--- src/rtl/phy_seq_pkg.sv ---
package phy_seq_pkg;
  // Sequencer states; *_WH waits for ack high, *_WL waits for ack low.
  typedef enum logic [3:0] {
    ST_IDLE,
    ST_ACAP,
    ST_AWH,
    ST_AWL,
    ST_DCAP,
    ST_DWH,
    ST_DWL,
    ST_WWH,
    ST_WWL,
    ST_RWH,
    ST_RWL
  } seq_state_e;
endpackage

--- src/rtl/phy_tick_gen.sv ---
module phy_tick_gen #(
  parameter int DIV = 200
) (
  input  logic clk,
  input  logic rst,
  output logic tick
);
  localparam int CW = (DIV > 2) ? $clog2(DIV) : 1;

  logic [CW-1:0] cnt;

  always_ff @(posedge clk) begin
    if (rst) begin
      cnt  <= '0;
      tick <= 1'b0;
    end else if (cnt == CW'(DIV - 1)) begin
      cnt  <= '0;
      tick <= 1'b1;
    end else begin
      cnt  <= cnt + 1'b1;
      tick <= 1'b0;
    end
  end
endmodule

--- src/rtl/phy_ack_timer.sv ---
module phy_ack_timer #(
  parameter int MAX_POLLS = 10
) (
  input  logic clk,
  input  logic rst,
  input  logic tick,
  input  logic armed,
  input  logic expect_hi,
  input  logic ack,
  output logic hit,
  output logic expired
);
  localparam int PW = $clog2(MAX_POLLS + 1);

  logic [PW-1:0] polls;
  logic          match;

  assign match = (ack == expect_hi);

  // A match wins over expiry on the final poll.
  always_comb begin
    hit     = armed && tick && match;
    expired = armed && tick && !match && (polls == PW'(MAX_POLLS - 1));
  end

  always_ff @(posedge clk) begin
    if (rst || !armed || hit || expired) begin
      polls <= '0;
    end else if (tick) begin
      polls <= polls + 1'b1;
    end
  end
endmodule

--- src/rtl/phy_seq_fsm.sv ---
module phy_seq_fsm
  import phy_seq_pkg::*;
#(
  parameter int DATA_W = 16
) (
  input  logic                clk,
  input  logic                rst,
  input  logic                cmd_start,
  input  logic                cmd_write,
  input  logic [DATA_W-1:0]   cmd_addr,
  input  logic [DATA_W-1:0]   cmd_wdata,
  input  logic [DATA_W-1:0]   stat_data,
  input  logic                ack_hit,
  input  logic                ack_expired,
  output logic                wait_armed,
  output logic                wait_hi,
  output logic [DATA_W+3:0]   ctl_word,
  output logic [DATA_W-1:0]   rsp_rdata,
  output logic                rsp_done,
  output logic                rsp_err
);
  localparam int CTL_W  = DATA_W + 4;
  localparam int BIT_CA = DATA_W;
  localparam int BIT_CD = DATA_W + 1;
  localparam int BIT_WR = DATA_W + 2;
  localparam int BIT_RD = DATA_W + 3;
  localparam logic [CTL_W-1:0] CA_MASK = CTL_W'(1) << BIT_CA;
  localparam logic [CTL_W-1:0] CD_MASK = CTL_W'(1) << BIT_CD;
  localparam logic [CTL_W-1:0] WR_MASK = CTL_W'(1) << BIT_WR;
  localparam logic [CTL_W-1:0] RD_MASK = CTL_W'(1) << BIT_RD;

  seq_state_e        state;
  logic [DATA_W-1:0] addr_q;
  logic [DATA_W-1:0] data_q;
  logic              wr_q;

  function automatic logic [CTL_W-1:0] value_only(input logic [DATA_W-1:0] v);
    return {4'b0000, v};
  endfunction

  always_comb begin
    wait_armed = (state == ST_AWH) || (state == ST_AWL) || (state == ST_DWH) ||
                 (state == ST_DWL) || (state == ST_WWH) || (state == ST_WWL) ||
                 (state == ST_RWH) || (state == ST_RWL);
    wait_hi    = (state == ST_AWH) || (state == ST_DWH) ||
                 (state == ST_WWH) || (state == ST_RWH);
  end

  always_ff @(posedge clk) begin
    if (rst) begin
      state     <= ST_IDLE;
      ctl_word  <= '0;
      rsp_rdata <= '0;
      rsp_done  <= 1'b0;
      rsp_err   <= 1'b0;
      addr_q    <= '0;
      data_q    <= '0;
      wr_q      <= 1'b0;
    end else begin
      rsp_done <= 1'b0;
      rsp_err  <= 1'b0;
      if (ack_expired) begin
        ctl_word <= '0;
        rsp_done <= 1'b1;
        rsp_err  <= 1'b1;
        state    <= ST_IDLE;
      end else begin
        case (state)
          ST_IDLE: if (cmd_start) begin
            addr_q   <= cmd_addr;
            data_q   <= cmd_wdata;
            wr_q     <= cmd_write;
            ctl_word <= value_only(cmd_addr);
            state    <= ST_ACAP;
          end
          ST_ACAP: begin
            ctl_word <= value_only(addr_q) | CA_MASK;
            state    <= ST_AWH;
          end
          ST_AWH: if (ack_hit) begin
            ctl_word <= value_only(addr_q);
            state    <= ST_AWL;
          end
          ST_AWL: if (ack_hit) begin
            if (wr_q) begin
              ctl_word <= value_only(data_q);
              state    <= ST_DCAP;
            end else begin
              ctl_word <= RD_MASK;
              state    <= ST_RWH;
            end
          end
          ST_DCAP: begin
            ctl_word <= value_only(data_q) | CD_MASK;
            state    <= ST_DWH;
          end
          ST_DWH: if (ack_hit) begin
            ctl_word <= value_only(data_q);
            state    <= ST_DWL;
          end
          ST_DWL: if (ack_hit) begin
            ctl_word <= WR_MASK;
            state    <= ST_WWH;
          end
          ST_WWH: if (ack_hit) begin
            ctl_word <= value_only(data_q);
            state    <= ST_WWL;
          end
          ST_WWL: if (ack_hit) begin
            ctl_word <= '0;
            rsp_done <= 1'b1;
            state    <= ST_IDLE;
          end
          ST_RWH: if (ack_hit) begin
            rsp_rdata <= stat_data;
            ctl_word  <= '0;
            state     <= ST_RWL;
          end
          ST_RWL: if (ack_hit) begin
            rsp_done <= 1'b1;
            state    <= ST_IDLE;
          end
          default: state <= ST_IDLE;
        endcase
      end
    end
  end
endmodule

--- src/rtl/phy_reg_seq.sv ---
module phy_reg_seq #(
  parameter int DATA_W    = 16,
  parameter int TICK_DIV  = 200,
  parameter int MAX_POLLS = 10
) (
  input  logic              clk,
  input  logic              rst,
  input  logic              cmd_start,
  input  logic              cmd_write,
  input  logic [DATA_W-1:0] cmd_addr,
  input  logic [DATA_W-1:0] cmd_wdata,
  output logic [DATA_W-1:0] rsp_rdata,
  output logic              rsp_done,
  output logic              rsp_err,
  output logic [DATA_W+3:0] ctl_word,
  input  logic [DATA_W:0]   stat_word
);
  localparam int ACK_BIT = DATA_W;

  logic tick;
  logic armed;
  logic expect_hi;
  logic hit;
  logic expired;

  phy_tick_gen #(.DIV(TICK_DIV)) u_tick (
    .clk  (clk),
    .rst  (rst),
    .tick (tick)
  );

  phy_ack_timer #(.MAX_POLLS(MAX_POLLS)) u_timer (
    .clk       (clk),
    .rst       (rst),
    .tick      (tick),
    .armed     (armed),
    .expect_hi (expect_hi),
    .ack       (stat_word[ACK_BIT]),
    .hit       (hit),
    .expired   (expired)
  );

  phy_seq_fsm #(.DATA_W(DATA_W)) u_fsm (
    .clk         (clk),
    .rst         (rst),
    .cmd_start   (cmd_start),
    .cmd_write   (cmd_write),
    .cmd_addr    (cmd_addr),
    .cmd_wdata   (cmd_wdata),
    .stat_data   (stat_word[DATA_W-1:0]),
    .ack_hit     (hit),
    .ack_expired (expired),
    .wait_armed  (armed),
    .wait_hi     (expect_hi),
    .ctl_word    (ctl_word),
    .rsp_rdata   (rsp_rdata),
    .rsp_done    (rsp_done),
    .rsp_err     (rsp_err)
  );
endmodule

--- config.mk ---
export PLATFORM = sky130hd
export DESIGN_NAME = phy_reg_seq
export DESIGN_NICKNAME = d
export VERILOG_FILES = /design/src/rtl/phy_seq_pkg.sv /design/src/rtl/phy_tick_gen.sv /design/src/rtl/phy_ack_timer.sv /design/src/rtl/phy_seq_fsm.sv /design/src/rtl/phy_reg_seq.sv
export SDC_FILE = /design/constraint.sdc
export NUM_CORES = 1
export LEC_CHECK = 0
export ABC_AREA = 1
export CORE_MARGIN = 5
export CORE_UTILIZATION = 61
export DETAILED_ROUTE_END_ITERATION = 7
export DONT_BUFFER_PORTS = 1
export PLACE_DENSITY_LB_ADDON = 0.1
export SLEW_MARGIN = 20
export SYNTH_ARGS = -nofsm -noshare
export SYNTH_HDL_FRONTEND = slang
export SYNTH_HIERARCHICAL = 1
export SYNTH_SLANG_ARGS = --single-unit
export TNS_END_PERCENT = 1
--- constraint.sdc ---
create_clock -name clk -period 2.2 [get_ports clk]
set_input_delay 0.22 -clock clk [delete_from_list [all_inputs] [get_ports clk]]
set_output_delay 0.22 -clock clk [all_outputs]
set_load 0.005 [all_outputs]
==> metrics.yaml, run 1 <==
fmax_mhz: 472
r2r-start: "u_fsm/state[1]"
dieWidth_um: 91.1
n_fill_cell: 545
crit_type: "reg -> reg"
finish.utilization: 0.726
cts_tree: "done"
ys_seq_area_frac: 0.439
hold_path_class: "in -> reg"
core_um2: 6390
peakVddDrop_mv: 0.753
drive_gt1_frac: 0.109
rsz0062_at_grt: "true"
mappedNetlistArea_um2: 4020
antenna_found_initial: 0
reg2regPathDepth: 12
min_period_ps: 2120
via_per_inst: 5.38
critical_path_required_ps: 2450
cts_root_buf: "clkbuf_8"
yosys_warnings: 6
die_area_um2: 8300
maxCapViolations: 0
worst-path-max-fanout: 34
setup_viol: 0
synth_top_area_cell: "dfxtp_1"
worstHoldStart: "cmd_addr[8]"
synth_area_leaders: "dfxtp_1 (44%), nor2_1 (13%), nand2_1 (12%)"
fin_nets: 684
hpwlAfterDp_um: 6360
tightest_slew_ps: 610
vias: 3816
outcome: "finished, final reports clean"
cp_common_cell: "nor2_1"
crit_buf_inv: 4
startpoint_type: "flip-flop"
drt-initial-drc-count: 307
ys_async_sr_fraction: 0
worstHoldEndpoint: "u_fsm/addr_q[8]"
cellLeakagePower_nw: 2.07
syn-num-nets: 657
reg2reg_slack_ps: 80
yosys_most_used_dff: "dfxtp_1"
insertion_delay_ps: 350
drcViolationCount: 0
grt_max_degree: 51
wl_per_cell_um: 14.5
hold_violations: 0
final_antenna_net_count: 0
critPathArrivalTime_ps: 2370
ys_seq_elements: 88
drt-pass1-iter-count: 5
multi_input_area_um2: 1950
start_util: 0.629
endpoint_kind: "flip-flop"
synth_common_cells: "nor2_1 (141), nand2_1 (133), dfxtp_1 (88)"
synthCells: 600
relSlewSlack: 0.592
gp_congestion: 0.914
cp_cell_sequence: "nor2_2 > clkinv_1 > a32o_1 > nand2_1 > nor2_1 > nand3_1 > inv_1 > nor3_4 > buf_4 > inv_6 > nor2_1 > nor2_1"
portBuffers: 0
yosysUniqueCellTypes: 29
synth_edf_count: 0
syn_to_final_growth_pct: 15.6
regArea_um2: 1770
grt_overflow_total: 0
ctsLongestPathBuffers: 2
cts.htree.levels: 3
grt_pass1_vias: 3374
grt_pass1_wl_um: 16300
path_delay_family: "simple AND/OR/NAND/NOR gates"
clock_sinks: 88
powerDensity_nw_per_um2: 1180
rr_endpoint: "u_fsm/data_q[7]"
die_h_um: 91.1
yosysMostFrequentCell: "nor2_1"
io_pins: 91
cp_slowest_cell: "dfxtp_4"
synth_top_area_share: 0.439
maxSlewViolCount: 0
num_rows: 29
whs_path_depth: 2
clock_skew_ps: 15.7
grt.total_usage: 0.236
cts_buffers: 9
totalPowerFinal_mw: 5.49
antennaDiodeCount: 0
routed_wl_um: 10200
cpPeakStageDelay_ps: 380
clk_pin_slew_ps: 90
post-route-period-util: 0.962
avgSynthCellArea_um2: 6.69
## metrics by stage
stage          hold slack, ps  TNS, ps  area, µm²  instances  setup WS (ps)
6_report                 16.3        0       4640        709           83.3
5_1_grt                  2.47     -379       4640        709          -48.0
4_1_cts                  1.14        0       4500        701           2.14
3_5_place_dp              296    -1090       4060        661           -100
3_3_place_gp              295        0       4060        661           38.2
2_1_floorplan             292        0       4020        600            213
## sequential cells by signal (all words and copies together) (netlist names)
| name | cells |
|---|---|
| u_fsm/wr_q | 1 |
| u_fsm/rsp_done | 1 |
| u_fsm/rsp_rdata | 16 |
| u_fsm/ctl_word | 20 |
| u_fsm/state | 4 |
| u_tick/cnt | 8 |
| u_timer/polls | 4 |
| u_fsm/data_q | 16 |
| u_fsm/addr_q | 16 |
| u_fsm/rsp_err | 1 |
| u_tick/tick | 1 |
## cell type report
cell class / count / share of cell area
clock buffer: 10 / 0.0297
clock inverter: 6 / 0.00917
tap: 77 / 0.0208
timing repair buffer: 36 / 0.0777
inverter: 73 / 0.0601
sequential: 88 / 0.382
multi-input combinational: 419 / 0.421
## layout by cell type, fill, tap and decap left out, types with 9 or more instances in the layout
cell type	n
nor2_2	9
clkbuf_8	10
o21ai_0	54
dlygate4sd3_1	23
a21oi_1	18
nor2_1	138
inv_1	66
dfxtp_1	84
nand3_1	32
nand2_1	132
## worst register-to-register path: stages (launching register included)
cell	delay [ps]
dfxtp_4	380
nor2_2	160
clkinv_1	110
a32o_1	270
nand2_1	80
nor2_1	40
nand3_1	110
inv_1	100
nor3_4	240
buf_4	170
inv_6	100
nor2_1	190
nor2_1	70
## kinds of logic after synthesis
group	Yosys count	share of synthesized area
and+or+nand+nor	330	0.342
buffers and inverters	96	0.0969
DFF	88	0.439
AOI/OAI and AO/OA	78	0.101
adders and majority gates	4	0.0125
xor gates and xnor gates	3	0.00655
muxes	1	0.00249
## power breakdown
group          switching, mW  internal, mW  total [mW]
Combinational           1.48         0.763        2.24
Clock                  0.578         0.443        1.02
Sequential             0.250          1.97        2.22
Total                   2.31          3.18        5.49
## worst max-delay path by stage
stage	start	slack (ps)	cells after the start	end
after global placement	u_fsm/state[2]	40	11	u_fsm/ctl_word[12]
after CTS	u_fsm/state[2]	2	12	u_fsm/ctl_word[3]
after global routing	u_fsm/state[2]	-50	12	u_fsm/data_q[5]
after detailed placement	u_fsm/state[1]	-100	13	u_fsm/ctl_word[9]
final	u_fsm/state[1]	80	12	u_fsm/data_q[7]
after floorplan	u_fsm/state[3]	210	12	u_fsm/ctl_word[0]
## metal layers
layer,up-vias,track usage,share of wire
met5,-,0,0
met4,0,0.0685,0.011
met3,14,0.0661,0.092
met2,186,0.358,0.48
met1,1713,0.330,0.42
li1,1903,-,-
## what timing repair did
action                                  in CTS  in global routing
setup buffers                                1                  3
endpoints found under the setup margin      19                 73
gates resized for setup                      5                 22
hold buffers                                21                  2
endpoints found under the hold margin       24                  2
pin swaps                                    2                  3
gates cloned                                 2                  3
Note: power is estimated with default switching activity, not from simulation.
==> run 2: changes to the inputs <==
--- a/config.mk
+++ b/config.mk
@@ -10,7 +10,9 @@
 export CORE_UTILIZATION = 61
 export DETAILED_ROUTE_END_ITERATION = 7
 export DONT_BUFFER_PORTS = 1
+export GPL_TIMING_DRIVEN = 0
 export PLACE_DENSITY_LB_ADDON = 0.1
+export RECOVER_POWER = 100
 export SLEW_MARGIN = 20
 export SYNTH_ARGS = -nofsm -noshare
 export SYNTH_HDL_FRONTEND = slang
==> metrics.yaml, run 2 (synthesis gave the netlist of run 1 again) <==
reg2reg_slack_ps: 60
grt.total_usage: 0.248
powerDensity_nw_per_um2: 1210
outcome: "finished, violations left"
hold_violations: 1
drt-initial-drc-count: 282
top_register: "u_fsm/ctl_word"
fin_cells: 733
crit_type: "reg -> reg"
peakVddDrop_mv: 0.971
grt_pass1_wl_um: 17000
antenna_found_initial: 0
worstHoldStart: "cmd_wdata[7]"
grt_max_degree: 17
wl_per_cell_um: 14.1
routed_wl_um: 10300
final_antenna_net_count: 0
relSlewSlack: 0.712
critPathArrivalTime_ps: 2430
tightest_slew_ps: 432
die_area_um2: 8300
worstHoldEndpoint: "u_fsm/data_q[7]"
power_frac_seq: 0.384
maxSlewViolCount: 0
worst-path-max-fanout: 10
post-route-period-util: 0.971
num_rows: 29
startpoint_type: "flip-flop"
clk_pin_slew_ps: 90
largest_reg_flops: 20
rsz0062_at_grt: "true"
clock_sinks: 88
fin_nets: 708
grt_pass1_vias: 3602
die_h_um: 91.1
core_um2: 6390
dieWidth_um: 91.1
drt-pass1-iter-count: 5
endpoint_kind: "flip-flop"
whs_path_depth: 2
vias: 3813
p_sw_mw: 2.37
p_comb_frac: 0.418
hpwlAfterDp_um: 7070
drive_gt1_frac: 0.149
cts.htree.levels: 3
failed_checks: "negative hold slack"
setup_viol: 0
syn_to_final_growth_pct: 19.9
cts_buffers: 9
r2r-start: "u_fsm/state[0]"
grt_overflow_total: 0
reg2regPathDepth: 13
internal_power_mw: 3.45
io_pins: 91
portBuffers: 0
dp.cells: 677
final_common_cell: "nor2_1"
insertion_delay_ps: 360
n_fill_cell: 511
ctsLongestPathBuffers: 2
maxCapViolations: 0
sw_frac_of_total: 0.407
gp_congestion: 0.845
min_period_ps: 2140
cts_root_buf: "clkbuf_8"
setup_tns_ps: 0
via_per_inst: 5.20
cts_tree: "done"
start_util: 0.629
fin_hold_ws_ps: -3.46
cellLeakagePower_nw: 2.15
hold_path_class: "in -> reg"
rr_endpoint: "u_fsm/addr_q[11]"
p_clk_frac: 0.197
antennaDiodeCount: 0
critical_path_required_ps: 2500
fmax_mhz: 468
final_cell_mix: "nor2_1 (132), nand2_1 (130), dfxtp_1 (84)"
drcViolationCount: 0
clock_skew_ps: 9.04
run 2: cell types whose count changed in the layout (fill, tap and decap cells not counted), sizes merged:
| cell | delta |
|---|---|
| buf | +15 |
| dlygate4sd3 | +4 |
| clkinvlp | +2 |
| inv | +1 |
| bufinv | +1 |
| nand3 | -3 |
| clkbuf | +6 |
| clkinv | -2 |
run 2: worst max-delay path by stage:
stage,end,from,cells past startpoint,slack [ps]
after global placement,u_fsm/ctl_word[1],u_fsm/state[0],14,-180
after detailed placement,u_fsm/ctl_word[17],u_fsm/state[0],14,-230
after floorplan,u_fsm/ctl_word[0],u_fsm/state[3],12,210
final,u_fsm/addr_q[11],u_fsm/state[0],13,60
after global routing,u_fsm/addr_q[15],u_fsm/state[0],13,-40
after CTS,u_fsm/data_q[7],u_fsm/state[0],15,-20
run 2: final cells by class:
cell class,count,area (µm²),share of cell area
plain buffers,23,168,0.0348
flip-flops and latches,88,1770,0.368
inverters,73,279,0.0580
clock inverters,7,81.3,0.0169
repair buffers,39,359,0.0746
multi-input cells,416,1930,0.400
well taps,77,96.3,0.0200
clock buffers,9,124,0.0257
repair inverters,1,7.51,0.00156
run 2: per-stage QoR:
| stage | setup WS [ps] | total power [mW] | instance area, µm² | util |
|---|---|---|---|---|
| floorplan | 213 | 3.75 | 4020 | - |
| global placement | -177 | 4.17 | 4110 | 0.644 |
| detailed placement | -234 | 4.23 | 4110 | 0.644 |
| CTS | -16.2 | 5.48 | 4630 | 0.725 |
| global route | -43.4 | 6.27 | 4810 | 0.754 |
| finish | 64.3 | 5.81 | 4810 | 0.754 |
run 2: repair_timing:
action	in CTS	in global routing
hold buffers	27	0
setup endpoints to repair	69	73
pin swaps	2	8
setup buffers	1	9
resized for setup	16	52
gates cloned	0	3
hold endpoints to repair	30	0
run 2: power by group through the flow:
stage / Combinational, mW / Clock (mW) / Sequential [mW]
3_5_place_dp: 1.99 / 0 / 2.24
4_1_cts: 2.09 / 1.17 / 2.22
6_report: 2.43 / 1.15 / 2.23
5_1_grt: 2.75 / 1.25 / 2.28
3_3_place_gp: 1.94 / 0 / 2.23
2_1_floorplan: 1.58 / 0 / 2.17
run 2: worst max-delay path, cell delays in order (launching register included):
cell and delay (ps):
dfxtp_2 330, buf_6 130, nor2_4 100, inv_2 50, a32o_2 250, nand2_1 80
nor2_1 50, nand3_2 90, inv_2 60, nor3_4 380, buf_4 200, buf_6 120
o21ai_1 60, nor2_1 160
run 2: routing by layer:
layer  up-vias  GRT usage  wire [µm]
met1      1710      0.329       4540
li1       1955          -          -
met5         -          0          0
met2       125      0.377       4770
met4         0     0.0892        206
met3        23     0.0818        795
